--- config.mk ---
export PLATFORM = sky130hd
export DESIGN_NAME = cmdq_engine
export DESIGN_NICKNAME = d
export VERILOG_FILES = /design/src/rtl/cmdq_pkg.sv /design/src/rtl/cmdq_decode.sv /design/src/rtl/cmdq_wait_ctr.sv /design/src/rtl/cmdq_engine.sv
export SDC_FILE = /design/constraint.sdc
export NUM_CORES = 1
export LEC_CHECK = 0
export BUFFER_PORTS_ARGS = -buffer_cell sky130_fd_sc_hd__buf_2
export CAP_MARGIN = 20
export CORE_MARGIN = 8
export CORE_UTILIZATION = 55
export CTS_BUF_LIST = sky130_fd_sc_hd__clkbuf_8
export CTS_CLUSTER_DIAMETER = 150
export DETAILED_ROUTE_END_ITERATION = 10
export HOLD_SLACK_MARGIN = 0.12
export PLACE_DENSITY = 0.8
export SLEW_MARGIN = 20
export SYNTH_ARGS = -nofsm -noshare
export SYNTH_HDL_FRONTEND = slang
export SYNTH_SLANG_ARGS = --single-unit
--- constraint.sdc ---
create_clock -name clk -period 3.95 [get_ports clk]
set_clock_uncertainty 0.1 [all_clocks]
set_input_delay 0 -clock clk [delete_from_list [all_inputs] [get_ports clk]]
set_output_delay 0 -clock clk [all_outputs]
set_load 0.005 [all_outputs]
--- src/rtl/cmdq_pkg.sv ---
package cmdq_pkg;

    localparam int REG_W  = 20;
    localparam int WORD_W = 32;

    localparam logic [7:0] OPC_NOP  = 8'h00;
    localparam logic [7:0] OPC_WR   = 8'h01;
    localparam logic [7:0] OPC_WUS  = 8'h02;
    localparam logic [7:0] OPC_WVB  = 8'h04;
    localparam logic [7:0] OPC_WIN  = 8'h05;
    localparam logic [7:0] OPC_WOUT = 8'h06;
    localparam logic [7:0] OPC_IRQ  = 8'h07;
    localparam logic [7:0] OPC_IDX  = 8'h09;

    typedef enum logic [3:0] {
        K_NOP, K_WR, K_WUS, K_WVB, K_WIN, K_WOUT, K_IRQ, K_IDX, K_BAD
    } kind_e;

    typedef enum logic [2:0] {
        S_IDLE, S_RD0, S_RD1, S_EXEC, S_WUS, S_WVB, S_WWIN, S_WBUR
    } state_e;

    typedef struct packed {
        kind_e              kind;
        logic [3:0]         be;
        logic [REG_W-1:0]   reg_off;
        logic [WORD_W-1:0]  data;
        logic [REG_W-1:0]   w_lo;
        logic [REG_W-1:0]   w_hi;
    } instr_t;

    // words consumed by an indexed burst: header pair plus data padded to even
    function automatic logic [WORD_W-1:0] burst_span(input logic [WORD_W-1:0] n);
        return 32'd2 + n + {31'd0, n[0]};
    endfunction

endpackage

--- src/rtl/cmdq_decode.sv ---
module cmdq_decode
    import cmdq_pkg::*;
(
    input  logic [WORD_W-1:0] lo_word,
    input  logic [WORD_W-1:0] hi_word,
    output instr_t            ins
);
    always_comb begin
        ins.be      = hi_word[23:20];
        ins.reg_off = hi_word[19:0];
        ins.data    = lo_word;
        ins.w_lo    = lo_word[19:0];
        ins.w_hi    = {hi_word[7:0], lo_word[31:20]};
        case (hi_word[31:24])
            OPC_NOP:  ins.kind = K_NOP;
            OPC_WR:   ins.kind = K_WR;
            OPC_WUS:  ins.kind = K_WUS;
            OPC_WVB:  ins.kind = K_WVB;
            OPC_WIN:  ins.kind = K_WIN;
            OPC_WOUT: ins.kind = K_WOUT;
            OPC_IRQ:  ins.kind = K_IRQ;
            OPC_IDX:  ins.kind = K_IDX;
            default:  ins.kind = K_BAD;
        endcase
    end
endmodule

--- src/rtl/cmdq_wait_ctr.sv ---
module cmdq_wait_ctr #(
    parameter int W = 32
) (
    input  logic         clk,
    input  logic         rst,
    input  logic         load,
    input  logic [W-1:0] load_val,
    input  logic         clear,
    input  logic         tick,
    output logic         zero
);
    logic [W-1:0] cnt;

    always_ff @(posedge clk) begin
        if (rst || clear) begin
            cnt <= '0;
        end else if (load) begin
            cnt <= load_val;
        end else if (tick && cnt != '0) begin
            cnt <= cnt - 1'b1;
        end
    end

    assign zero = (cnt == '0);

    // an idle counter never grows on its own
    p_count_descends_r6: assert property (@(posedge clk) disable iff (rst)
        (!load && !clear) |=> (cnt <= $past(cnt)));

    // a tick on a nonzero count always consumes one unit
    p_tick_consumes_r7: assert property (@(posedge clk) disable iff (rst)
        (!load && !clear && tick && !zero) |=> (cnt == $past(cnt) - 1'b1));
endmodule

--- src/rtl/cmdq_engine.sv ---
module cmdq_engine
    import cmdq_pkg::*;
#(
    parameter int AW         = 10,
    parameter int LINE_WORDS = 16
) (
    input  logic              clk,
    input  logic              rst,
    input  logic              enable,
    input  logic [AW-1:0]     head,
    input  logic              tail_wr,
    input  logic [AW-1:0]     tail,
    input  logic              halt,
    input  logic              irq_clr,
    input  logic              tick_us,
    input  logic              vblank,
    output logic              mem_rd,
    output logic [AW-1:0]     mem_addr,
    input  logic [31:0]       mem_rdata,
    output logic              rb_wr,
    output logic [19:0]       rb_addr,
    output logic [31:0]       rb_data,
    output logic [3:0]        rb_be,
    output logic              win_start,
    output logic              win_out_mode,
    output logic [19:0]       win_lo,
    output logic [19:0]       win_hi,
    input  logic              win_done,
    output logic              burst_start,
    output logic [19:0]       burst_reg,
    output logic [31:0]       burst_len,
    output logic [AW-1:0]     burst_addr,
    input  logic              burst_done,
    output logic              busy,
    output logic              prog_irq,
    output logic              err_op,
    output logic              err_align
);
    localparam int ALIGN_BITS = $clog2(LINE_WORDS);

    state_e              st;
    logic [AW-1:0]       ptr;
    logic [AW-1:0]       tail_q;
    logic [WORD_W-1:0]   lo_q;
    logic [AW-1:0]       span_q;
    instr_t              ins;

    logic                us_zero, vb_zero;
    logic                us_load, vb_load;
    logic                abort;
    logic [AW-1:0]       step;
    logic [AW-1:0]       nxt_ptr;
    logic                nxt_end;
    logic                misaligned;

    cmdq_decode u_dec (
        .lo_word (lo_q),
        .hi_word (mem_rdata),
        .ins     (ins)
    );

    assign abort   = halt && (st != S_IDLE);
    assign us_load = (st == S_EXEC) && (ins.kind == K_WUS) && !abort;
    assign vb_load = (st == S_EXEC) && (ins.kind == K_WVB) && !abort;

    cmdq_wait_ctr #(.W(WORD_W)) u_us (
        .clk (clk), .rst (rst), .load (us_load), .load_val (ins.data),
        .clear (abort), .tick (tick_us), .zero (us_zero)
    );

    cmdq_wait_ctr #(.W(WORD_W)) u_vb (
        .clk (clk), .rst (rst), .load (vb_load), .load_val (ins.data),
        .clear (abort), .tick (vblank), .zero (vb_zero)
    );

    assign busy       = (st != S_IDLE);
    assign mem_rd     = (st == S_RD0) || (st == S_RD1);
    assign mem_addr   = (st == S_RD1) ? ptr + AW'(1) : ptr;
    assign misaligned = (tail[ALIGN_BITS-1:0] != '0);

    assign step    = (st == S_WBUR) ? span_q : AW'(2);
    assign nxt_ptr = ptr + step;
    assign nxt_end = (nxt_ptr >= tail_q);

    always_ff @(posedge clk) begin
        if (rst) begin
            st           <= S_IDLE;
            ptr          <= '0;
            tail_q       <= '0;
            lo_q         <= '0;
            span_q       <= '0;
            rb_wr        <= 1'b0;
            rb_addr      <= '0;
            rb_data      <= '0;
            rb_be        <= '0;
            win_start    <= 1'b0;
            win_out_mode <= 1'b0;
            win_lo       <= '0;
            win_hi       <= '0;
            burst_start  <= 1'b0;
            burst_reg    <= '0;
            burst_len    <= '0;
            burst_addr   <= '0;
            prog_irq     <= 1'b0;
            err_op       <= 1'b0;
            err_align    <= 1'b0;
        end else begin
            rb_wr       <= 1'b0;
            win_start   <= 1'b0;
            burst_start <= 1'b0;
            if (irq_clr) prog_irq <= 1'b0;

            if (abort) begin
                st <= S_IDLE;
            end else begin
                case (st)
                    S_IDLE: begin
                        if (tail_wr && enable) begin
                            if (misaligned) begin
                                err_align <= 1'b1;
                            end else begin
                                err_align <= 1'b0;
                                err_op    <= 1'b0;
                                tail_q    <= tail;
                                ptr       <= head;
                                if (head != tail) st <= S_RD0;
                            end
                        end
                    end
                    S_RD0: st <= S_RD1;
                    S_RD1: begin
                        lo_q <= mem_rdata;
                        st   <= S_EXEC;
                    end
                    S_EXEC: begin
                        case (ins.kind)
                            K_NOP, K_WR, K_IRQ: begin
                                if (ins.kind == K_WR) begin
                                    rb_wr   <= 1'b1;
                                    rb_addr <= ins.reg_off;
                                    rb_data <= ins.data;
                                    rb_be   <= ins.be;
                                end
                                if (ins.kind == K_IRQ) prog_irq <= 1'b1;
                                ptr <= nxt_ptr;
                                st  <= nxt_end ? S_IDLE : S_RD0;
                            end
                            K_WUS: st <= S_WUS;
                            K_WVB: st <= S_WVB;
                            K_WIN, K_WOUT: begin
                                win_start    <= 1'b1;
                                win_out_mode <= (ins.kind == K_WOUT);
                                win_lo       <= ins.w_lo;
                                win_hi       <= ins.w_hi;
                                st           <= S_WWIN;
                            end
                            K_IDX: begin
                                burst_start <= 1'b1;
                                burst_reg   <= ins.reg_off;
                                burst_len   <= ins.data;
                                burst_addr  <= ptr + AW'(2);
                                span_q      <= AW'(burst_span(ins.data));
                                st          <= S_WBUR;
                            end
                            default: begin
                                err_op <= 1'b1;
                                st     <= S_IDLE;
                            end
                        endcase
                    end
                    S_WUS, S_WVB, S_WWIN, S_WBUR: begin
                        if ((st == S_WUS  && us_zero)  ||
                            (st == S_WVB  && vb_zero)  ||
                            (st == S_WWIN && win_done) ||
                            (st == S_WBUR && burst_done)) begin
                            ptr <= nxt_ptr;
                            st  <= nxt_end ? S_IDLE : S_RD0;
                        end
                    end
                    default: st <= S_IDLE;
                endcase
            end
        end
    end

    // halt while running empties the engine without a write
    p_halt_stops_r12: assert property (@(posedge clk) disable iff (rst)
        (halt && busy) |=> (!busy && !rb_wr));

    // the program interrupt persists until cleared
    p_irq_sticky_r8: assert property (@(posedge clk) disable iff (rst)
        (prog_irq && !irq_clr) |=> prog_irq);

    // a decode error leaves the engine idle
    p_bad_opcode_idle_r11: assert property (@(posedge clk) disable iff (rst)
        $rose(err_op) |-> !busy);

    // a misaligned tail never starts a run
    p_misaligned_refused_r3: assert property (@(posedge clk) disable iff (rst)
        (!busy && tail_wr && enable && misaligned) |=> (!busy && err_align));

    // window request is a single-cycle pulse
    p_win_pulse_r9: assert property (@(posedge clk) disable iff (rst)
        win_start |=> !win_start);

    // burst request is a single-cycle pulse
    p_burst_pulse_r10: assert property (@(posedge clk) disable iff (rst)
        burst_start |=> !burst_start);

    // bus writes only follow a running engine
    p_write_while_running_r4: assert property (@(posedge clk) disable iff (rst)
        rb_wr |-> $past(busy));
endmodule

==> results_dict.tcl, run 1 <==
set metrics [dict create \
    slew_headroom_pct 30.2 \
    reg2reg_depth 8 \
    synth_area_per_cell_um2 7.93 \
    cp_slowest_stage_delay_ns 0.60 \
    nets 2004 \
    clk_latency_ns 0.58 \
    grt_pass1_vias 13100 \
    synth_fp_nets 1731 \
    cellLeakagePower_uw 0.00652 \
    clockPowerShare_pct 28.7 \
    yosysTopAreaCellShare_pct 45.1 \
    htree_levels 2 \
    p_sw_share_pct 36.1 \
    final_core_util_pct 69.2 \
    path_class "reg2reg" \
    syn2layout_area_growth_pct 24.2 \
    synth-seq-cells 293 \
    drtIter0Drc 1160 \
    p_sw_uw 3500 \
    grt_pass1_wl_mm 67.5 \
    antenna_found_initial 0 \
    seq_power_share_pct 38.5 \
    startpoint_type "flop" \
    worst_hold_path_type "in2reg" \
    viasPerCell 5.75 \
    critPathArrivalTime_ns 4.02 \
    io_pins 239 \
    yosys_warnings 0 \
    period_minus_slack_ns 3.61 \
    ys.flop_type "dfxtp_1" \
    synthCells 1641 \
    crit_fanout 17 \
    powerDensity_mw_per_mm2 600 \
    netlist_area_mm2 0.0130 \
    seq_area_frac_synth_pct 45.1 \
    yosys-top-cells-area "dfxtp_1 45%, nand2_1 12%, a21oi_1 9.0%, xnor2_1 4.2%, a211oi_1 3.6%" \
    dp_hpwl_mm 26.7 \
    cp-end-kind "flop" \
    synthArstFlopShare_pct 0 \
    fmax_mhz 277 \
    wirelength_mm 42.1 \
    combPwrFrac_pct 32.8 \
    rrSetupSlack_ns 0.34 \
    drive_gt1_share_pct 18.2 \
    cp.required_ns 4.37 \
    antenna_cells 0 \
    wl_per_cell_um 18.5 \
    die_w_um 170 \
    synth_top_area_cell "dfxtp_1" \
    grt_max_degree 135 \
    run_status "completed" \
    rows 56 \
    power.ir.vdd_worst_mv 0.336 \
    holdPathStages 4 \
    ant_nets 0 \
    first_pass_iters 7 \
    routabilityCongestion 0.962 \
    worst_pin_slew_ns 1.03 \
    rsz0062_at_grt "false" \
    initial_core_util_pct 55.7 \
    drcViolationCount 0 \
    slowest_stage "dlygate4sd3_1" \
    drv_cap 0 \
    maxSlewViolCount 0 \
    p_int_uw 6190 \
    grt_util_all_layers_pct 28.7 \
    cts_tree "yes" \
    num_vias 13100 \
    fill_cells 1844 \
    finalHoldViolCount 0 \
    cts_sinks 293 \
    synth_edf_count 0 \
    period_share_pct 91.3 \
    yosysUniqueCellTypes 64 \
    die_h_um 170 \
    crit_chain "nor4_1, nand4b_1, nor4b_1, and3_1, o41a_2, nand2_1, o31ai_1, dlygate4sd3_1" \
    dieArea_mm2 0.0288 \
    numPortBuffers 238 \
    cts_buffer_depth 3 \
    overflow 0 \
    tns_ns 0 \
    cts_setup_buffers 0 \
    cts_buffers 47 \
    clock-root-buffer "clkbuf_8" \
    core_mm2 0.0233 \
    setup_violations 0 \
    clk_pin_slew_worst_paths_ns 0.07 \
]
-- per-layer routing --
layer	part of all wire (%)	up-vias	GRT usage [%]
li1	-	6118	-
met4	4.2	0	13.5
met1	39	6175	33.3
met3	10	145	8.72
met5	0	-	0
met2	47	628	47.7
-- logic make-up (layout without fill, tap and decap cells) --
family,after synthesis,in the layout,share of synthesized area [%]
AOI/OAI and AO/OA,366,366,16.3
buffers and inverters,140,452,4.33
xor gates and xnor gates,100,100,6.73
DFF,293,293,45.1
and+or+nand+nor,700,700,23.6
adders and majority gates,28,28,2.75
muxes,14,14,1.11
-- cell type report --
class | count | area [um2] | share of cell area (%)
clock buffers | 67 | 922 | 5.71
multi-input cells | 1208 | 6600 | 40.9
flip-flops and latches | 293 | 5870 | 36.3
inverters | 26 | 97.6 | 0.604
repair buffers | 338 | 2160 | 13.4
well taps | 319 | 399 | 2.47
clock inverters | 21 | 105 | 0.651
-- worst max-delay path, delay by kind of cell (launching register included) --
kind	cells	cell delay (ns)
buf+inv	1	0.60
simple gates	5	1.80
compound gates	2	0.68
flops	1	0.36
-- path summary, 6_finish.rpt --
kind                              startpoint            to
worst max register to register  u_vb.cnt[20]        ptr[9]
worst min-delay path            mem_rdata[5]       lo_q[5]
worst min register to register  burst_len[0]  burst_len[0]
worst max-delay path            u_vb.cnt[20]        ptr[9]
-- placed cells by master (no fill, tap or decap), drive strengths merged, types with 8 or more instances in the layout --
cell type,synthesis,final
buf,19,257
dfxtp,293,293
nor4,21,21
nand2,415,415
nor2b,8,8
xor2,38,38
nor3,25,25
and2,17,17
nand3,35,35
or3,11,11
xnor2,62,62
nand4,14,14
mux2i,11,11
dlygate4sd3,0,81
or4,10,10
a211oi,63,63
a21oi,235,235
nor2,121,121
clkbuf,95,67
o21ai,25,25
inv,26,41
ha,27,27
-- cell usage after synthesis, types with 3 or more instances --
cell and count:
a21oi_1 235, mux2_2 3, dfxtp_1 293, o41ai_1 3, nor4_1 17, and2_1 17
nor3_1 24, a31oi_1 5, nand2b_1 7, nor2_1 120, ha_1 27, inv_1 26
o21ai_0 24, xnor2_1 62, buf_1 3, nor4_2 4, or4_1 8, a21o_1 3
nand3_1 33, buf_2 12, nand2_1 415, mux2i_1 11, o31ai_1 4, a311oi_1 5
xor2_1 38, o21a_1 4, or3_1 11, nand4_1 14, clkbuf_1 95, and3_1 4
a211oi_1 63, nor2b_1 8
-- what timing repair did --
item                       4_1_cts  5_1_grt
hold buffers                    81        0
setup endpoints to repair        0        3
resized for setup                0        1
hold endpoints to repair       190        0
-- per-stage QoR --
stage	instances	area (um2)	hold slack [ns]	power (uW)	setup WS, ns
6_report	2272	16200	0.149	9690	0.344
5_1_grt	2272	16200	0.164	10200	0.0552
4_1_cts	2272	16200	0.137	9630	0.259
3_5_place_dp	2103	14300	0.156	6790	0.480
3_3_place_gp	2103	14300	0.157	6690	0.643
2_1_floorplan	1641	13000	0.0360	6050	0.709
-- power by group through the flow --
stage / sequential, uW / clock (uW) / combinational, uW
floorplan: 3620 / 0 / 2430
CTS: 3710 / 2800 / 3120
global placement: 3750 / 0 / 2930
global route: 3770 / 2960 / 3490
detailed placement: 3770 / 0 / 3010
finish: 3730 / 2780 / 3170
Power figures use the tool's default switching activity.
==> run 2: changes to the inputs <==
--- a/config.mk
+++ b/config.mk
@@ -5,10 +5,11 @@
 export SDC_FILE = /design/constraint.sdc
 export NUM_CORES = 1
 export LEC_CHECK = 0
+export ABC_AREA = 1
 export BUFFER_PORTS_ARGS = -buffer_cell sky130_fd_sc_hd__buf_2
 export CAP_MARGIN = 20
 export CORE_MARGIN = 8
-export CORE_UTILIZATION = 55
+export CORE_UTILIZATION = 53
 export CTS_BUF_LIST = sky130_fd_sc_hd__clkbuf_8
 export CTS_CLUSTER_DIAMETER = 150
 export DETAILED_ROUTE_END_ITERATION = 10
==> constraint.sdc (replaced) <==
create_clock -name clk -period 3.2 [get_ports clk]
set_clock_uncertainty 0.1 [all_clocks]
set_input_delay 0 -clock clk [delete_from_list [all_inputs] [get_ports clk]]
set_output_delay 0 -clock clk [all_outputs]
set_load 0.005 [all_outputs]
==> run 2 against run 1 <==
Effect of this change: clock power increased by 32%; power grew 27%; die area grew 7.0%; sequential share of layout area decreased by 2.1 points; count of clock-buffer cells in the layout down 1; the flow now finishes with violations (negative setup slack); critical path depth up 14; sequential power up 18%; design area increased by 6.3%.
==> results_dict.tcl, run 2 <==
set metrics [dict create \
    setup_ws_ns -0.180 \
    period_minus_slack_ns 3.38 \
    grt_max_degree 99 \
    clock-root-buffer "clkbuf_8" \
    run_status "complete, but fails checks" \
    grt_pass1_wl_mm 72.8 \
    synth-seq-cells 293 \
    synth_fp_nets 1912 \
    startpoint_type "flop" \
    seq_area_frac_synth_pct 43.5 \
    drv_cap 0 \
    path_class "reg2reg" \
    fill_cells 2024 \
    synthArstFlopShare_pct 0 \
    maxSlewViolCount 0 \
    path_common_cell "nand2_1" \
    synth_xor_xnor_area_share_pct 4.93 \
    critPathArrivalTime_ns 3.78 \
    cts_buffer_depth 3 \
    dp_cells 2337 \
    worst_pin_slew_ns 0.760 \
    cts_tree "yes" \
    powerDensity_mw_per_mm2 718 \
    violations "negative setup slack" \
    top_layer "met4" \
    wl_met2_mm 22.6 \
    synth_area_per_cell_um2 7.41 \
    numPortBuffers 238 \
    cp-end-kind "flop" \
    viasPerCell 5.60 \
    min_from "mem_rdata[30]" \
    first_pass_iters 6 \
    tns_ns -0.180 \
    synth_edf_count 0 \
    num_vias 14100 \
    htree_levels 2 \
    finalHoldViolCount 0 \
    synth_common_cells "293 x dfxtp_1, 243 x nand2_1, 238 x nor2_1" \
    synth.area.mux_share_pct 0 \
    yosys.area_share.adder_pct 2.65 \
    dp_slack_ns -0.117 \
    die_w_um 176 \
    wirelength_mm 46.8 \
    yosysTopAreaCellShare_pct 43.5 \
    fin_cells 2519 \
    dp_hpwl_mm 31.7 \
    ys.flop_type "dfxtp_1" \
    io_pins 239 \
    wl_per_cell_um 18.6 \
    mostFrequentLayoutCells "290 x dfxtp_1, 238 x buf_2, 237 x nand2_1, 229 x nor2_1, 223 x inv_1" \
    synth_most_common_cell "dfxtp_1" \
    period_share_pct 106 \
    crit_chain "nand2_4, nor2_4, inv_2, or2_4, ha_4, fa_2, nand3_2, nand3_2, nand2_2, nand3_2, xor2_2, inv_2, ha_4, a21oi_1, o21ai_1, a211oi_2, nand2_1, nand2_1, nand2_1, nand2_1, nor2_2, nor2_1" \
    drtIter0Drc 1265 \
    antenna_found_initial 1 \
    ant_nets 0 \
    dieArea_mm2 0.0308 \
    cellLeakagePower_uw 0.00820 \
    drcViolationCount 0 \
    worst_hold_path_type "in2reg" \
    cts_buffers 50 \
    synth_top_family_by_area "compound AO/OA/AOI/OAI gates" \
    netlist_area_mm2 0.0135 \
    syn2layout_area_growth_pct 27.2 \
    wl_met1_mm 18.5 \
    grt_pass1_vias 13600 \
    die_h_um 176 \
    power.ir.vdd_worst_mv 0.583 \
    initial_core_util_pct 53.8 \
    yosys-top-cells-area "dfxtp_1 43%, o21ai_0 7.3%, a21oi_1 7.1%, nand2_1 6.8%, nor2_1 6.6%" \
    crit_buf_inv 2 \
    synth_top_area_cell "dfxtp_1" \
    grt_util_all_layers_pct 29.1 \
    rows 58 \
    yosysUniqueCellTypes 39 \
    cp_top_family "simple AND/OR/NAND/NOR gates" \
    slowest_stage "dfxtp_2" \
    yosys_warnings 0 \
    fmax_mhz 296 \
    cts_sinks 293 \
    mostFrequentLayoutCell "dfxtp_1" \
    cp.required_ns 3.60 \
    crit_fanout 3 \
    overflow 0 \
    met3RoutedLength_mm 3.31 \
    setup_violations 1 \
    nets 2239 \
    core_mm2 0.0251 \
    crit_path_start "st[1]" \
    drive_gt1_share_pct 20.0 \
    synthSimpleGateAreaFrac_pct 18.7 \
    routabilityCongestion 0.938 \
    rsz0062_at_grt "true" \
    final_core_util_pct 68.4 \
    slew_headroom_pct 49.3 \
    synthCells 1822 \
    r2r-start "st[1]" \
    clk_latency_ns 0.58 \
    clk_pin_slew_worst_paths_ns 0.06 \
    synth_compound_area_share_pct 21.2 \
    cp_slowest_stage_delay_ns 0.36 \
]
## run 2: cell count changes after synthesis, sizes merged, moves of 16 or more
| cell | delta |
|---|---|
| xor2 | +19 |
| o221ai | +16 |
| nor2 | +124 |
| buf | +18 |
| nand2 | -168 |
| and2 | -17 |
| a21oi | -43 |
| clkbuf | -44 |
| o21ai | +180 |
| nand3 | +30 |
| xnor2 | -43 |
| inv | +199 |
## run 2: report_power, final
group	switching [uW]	total, uW	internal, uW	leakage [uW]
Sequential	396	4390	3990	0.00237
Clock	1580	3680	2090	0.000616
Combinational	2730	4260	1540	0.00522
## run 2: logic make-up after synthesis
kind of cell	count (synthesis)
simple gates	607
compound gates	505
buf+inv	313
fa+ha+maj	28
xor+xnor	76
flops	293
## run 2: final timing paths
check	cells past startpoint	endpoint	slack (ns)
min reg2reg	2	tail_q[0]	0.33
max	22	st[0]	-0.18
max reg2reg	22	st[0]	-0.18
min	4	lo_q[30]	0.17
## run 2: timing repair
action | CTS | global route
gates cloned | 0 | 0
hold endpoints to repair | 184 | 0
pin swaps | 8 | 16
hold buffers | 80 | 0
buffers inserted | 10 | 3
gates resized for setup | 12 | 23
setup endpoints to repair | 1 | 7
## run 2: per-stage QoR
stage / area, um2 / hold slack (ns) / power [uW]
global route: 17200 / 0.182 / 13000
CTS: 17100 / 0.131 / 12100
detailed placement: 15000 / 0.165 / 8330
floorplan: 13500 / 0.0349 / 7150
finish: 17200 / 0.170 / 12300
global placement: 15000 / 0.154 / 8250
## run 2: worst reg2reg max path, stage by stage (launching register included)
cell and delay (ns):
dfxtp_2 0.36, nand2_4 0.07, nor2_4 0.12, inv_2 0.05, or2_4 0.25, ha_4 0.16
fa_2 0.35, nand3_2 0.09, nand3_2 0.09, nand2_2 0.07, nand3_2 0.08, xor2_2 0.18
inv_2 0.07, ha_4 0.22, a21oi_1 0.17, o21ai_1 0.11, a211oi_2 0.28, nand2_1 0.12
nand2_1 0.08, nand2_1 0.06, nand2_1 0.09, nor2_2 0.05, nor2_1 0.08
## run 2: final cells by class
type | instances | area (um2) | area share (%)
Multi-Input combinational cell | 1216 | 6590 | 38.4
Sequential cell | 293 | 5870 | 34.2
Timing Repair Buffer | 363 | 2340 | 13.6
Clock buffer | 66 | 908 | 5.29
Inverter | 225 | 847 | 4.93
Tap cell | 330 | 413 | 2.41
Clock inverter | 25 | 196 | 1.14
Antenna cell | 1 | 2.50 | 0.0146
## run 2: routing by layer
metal,up-vias,GRT usage (%)
met2,645,49.6
met5,-,0
li1,6699,-
met3,177,5.11
met4,0,15.3
met1,6576,34.5
==> run 3: changes to the inputs <==
--- a/config.mk
+++ b/config.mk
@@ -6,7 +6,7 @@
 export NUM_CORES = 1
 export LEC_CHECK = 0
 export ABC_AREA = 1
-export BUFFER_PORTS_ARGS = -buffer_cell sky130_fd_sc_hd__buf_2
+export BUFFER_PORTS_ARGS = -buffer_cell sky130_fd_sc_hd__buf_4
 export CAP_MARGIN = 20
 export CORE_MARGIN = 8
 export CORE_UTILIZATION = 53
==> run 3 against run 2 <==
Effect of this change: the run still ends with negative setup slack left; first-iteration DRC count rose by 13%; count of clock-buffer cells in the layout fell by 3; power fell by 1.7%; global-route usage fell by 0.16 points; register-to-register slack improved by 0.11 ns; combinational power rose by 3%; sequential share of layout area fell by 1.0 points; setup slack improved by 0.11 ns; non-clock buffer count rose by 4; worst hold slack improved by 0.0028 ns; design area rose by 3.0%; sequential power barely moved; critical path type unchanged; highest routed layer unchanged.
==> results_dict.tcl, run 3 (same netlist as run 2, synthesis figures left out) <==
set metrics [dict create \
    antenna_found_initial 0 \
    met2_usage_pct 49.7 \
    worstReg2RegEnd "st[0]" \
    crit_path_end "st[0]" \
    gr-usage-met1_pct 34.5 \
    nets 2240 \
    routabilityCongestion 0.988 \
    mostFrequentLayoutCells "290 x dfxtp_1, 277 x buf_4, 238 x nand2_1, 230 x nor2_1, 225 x inv_1" \
    met3_usage_pct 4.90 \
    first_pass_iters 6 \
    period_share_pct 102 \
    io_pins 239 \
    overflow 0 \
    cts_sinks 293 \
    num_vias 14100 \
    cts_tree "yes" \
    global_route.peak_usage_layer "met2" \
    die_h_um 176 \
    rsz0062_at_grt "true" \
    grt_max_degree 106 \
    numPortBuffers 238 \
    viasPerCell 5.60 \
    violations "negative setup slack" \
    period_minus_slack_ns 3.27 \
    grt_pass1_wl_mm 72.8 \
    worst_pin_slew_ns 0.730 \
    crit_fanout 3 \
    drcViolationCount 0 \
    dp_hpwl_mm 32.0 \
    powerDensity_mw_per_mm2 685 \
    cp-end-kind "flop" \
    fmax_mhz 306 \
    rows 58 \
    final_core_util_pct 70.5 \
    wirelength_mm 46.7 \
    r2r-start "st[0]" \
    core_mm2 0.0251 \
    clk_latency_ns 0.57 \
    fill_cells 1966 \
    clock-root-buffer "clkbuf_8" \
    power.ir.vdd_worst_mv 0.596 \
    finalHoldViolCount 0 \
    drv_cap 0 \
    setup_ws_ns -0.0706 \
    dieArea_mm2 0.0308 \
    run_status "complete, but fails checks" \
    grt_util_all_layers_pct 28.9 \
    cts_buffer_depth 3 \
    htree_levels 2 \
    grt_pass1_vias 13700 \
    ant_nets 0 \
    die_w_um 176 \
    rrSetupSlack_ns -0.07 \
    crit_path_start "st[0]" \
    setup_violations 1 \
    antenna_cells 0 \
    clk_pin_slew_worst_paths_ns 0.06 \
    cp.required_ns 3.57 \
    initial_core_util_pct 53.8 \
    drive_gt1_share_pct 19.3 \
    cellLeakagePower_uw 0.00821 \
    reg2reg_depth 24 \
    holdPathStages 4 \
    critPathArrivalTime_ns 3.64 \
    syn2layout_area_growth_pct 31.1 \
    mostFrequentLayoutCell "dfxtp_1" \
    drtIter0Drc 1435 \
    slew_headroom_pct 51.3 \
    cts_buffers 47 \
    startpoint_type "flop" \
    path_class "reg2reg" \
    wl_per_cell_um 18.6 \
    maxSlewViolCount 0 \
    worst_hold_path_type "in2reg" \
    dp_slack_ns -0.130 \
]
-- run 3: per-layer routing --
layer,up-vias,routed length (um)
met5,-,0
met4,0,2070
met3,138,3440
met2,700,22600
met1,6587,18600
li1,6665,-
-- run 3: report_power, final --
part           total [uW]  switching (uW)  leakage, uW  internal (uW)
Combinational        4370            2760      0.00527           1610
Clock                3370            1530     0.000566           1840
Sequential           4380             391      0.00237           3990
Total               12100            4680      0.00821           7440
-- run 3: timing repair --
action / CTS / global route
endpoints found under the setup margin: 1 / 10
pin swaps: 7 / 14
setup buffers: 2 / 3
hold buffers: 88 / 0
gates resized for setup: 11 / 19
endpoints found under the hold margin: 186 / 0
-- run 3: layout make-up --
| class | instances | area [um2] | area share [%] |
|---|---|---|---|
| timing repair buffer | 367 | 3000 | 17.0 |
| multi-input combinational | 1216 | 6570 | 37.1 |
| inverter | 225 | 847 | 4.79 |
| sequential | 293 | 5870 | 33.2 |
| clock inverter | 22 | 128 | 0.721 |
| clock buffer | 63 | 867 | 4.90 |
| tap | 330 | 413 | 2.33 |
-- run 3: worst min path at each step --
stage                        startpoint             to  slack, ns
final                     mem_rdata[11]  burst_reg[11]       0.17
after global routing      mem_rdata[11]  burst_reg[11]       0.19
after CTS                 mem_rdata[21]       rb_be[1]       0.16
after detailed placement        head[0]         ptr[0]       0.15
after global placement          head[0]         ptr[0]       0.15
after floorplan                 head[0]         ptr[0]       0.03
-- run 3: metrics by stage --
step	TNS, ns	power (uW)	hold slack, ns	cells	instance area [um2]
finish	-0.0706	12100	0.173	2516	17700
global route	-0.252	12800	0.192	2516	17700
CTS	0	11900	0.161	2513	17600
detailed placement	-0.130	8380	0.151	2338	15600
global placement	-0.0464	8280	0.150	2338	15600
floorplan	0	7150	0.0349	1822	13500
-- run 3: critical path, stage by stage (launching register included) --
cell	delay, ns
dfxtp_2	0.34
nand2_2	0.07
nor2_4	0.10
inv_2	0.04
or2_4	0.23
ha_4	0.16
fa_2	0.35
nand3_2	0.09
nand3_2	0.09
nand2_1	0.09
nand3_2	0.09
xor2_2	0.17
inv_2	0.06
ha_4	0.28
nand2_4	0.06
nor2_4	0.11
nand4_1	0.11
nor2_2	0.17
a211oi_4	0.06
nand2_1	0.08
nand2_1	0.05
nand2_1	0.06
nand2_1	0.06
nor2_2	0.10
nor2_1	0.04
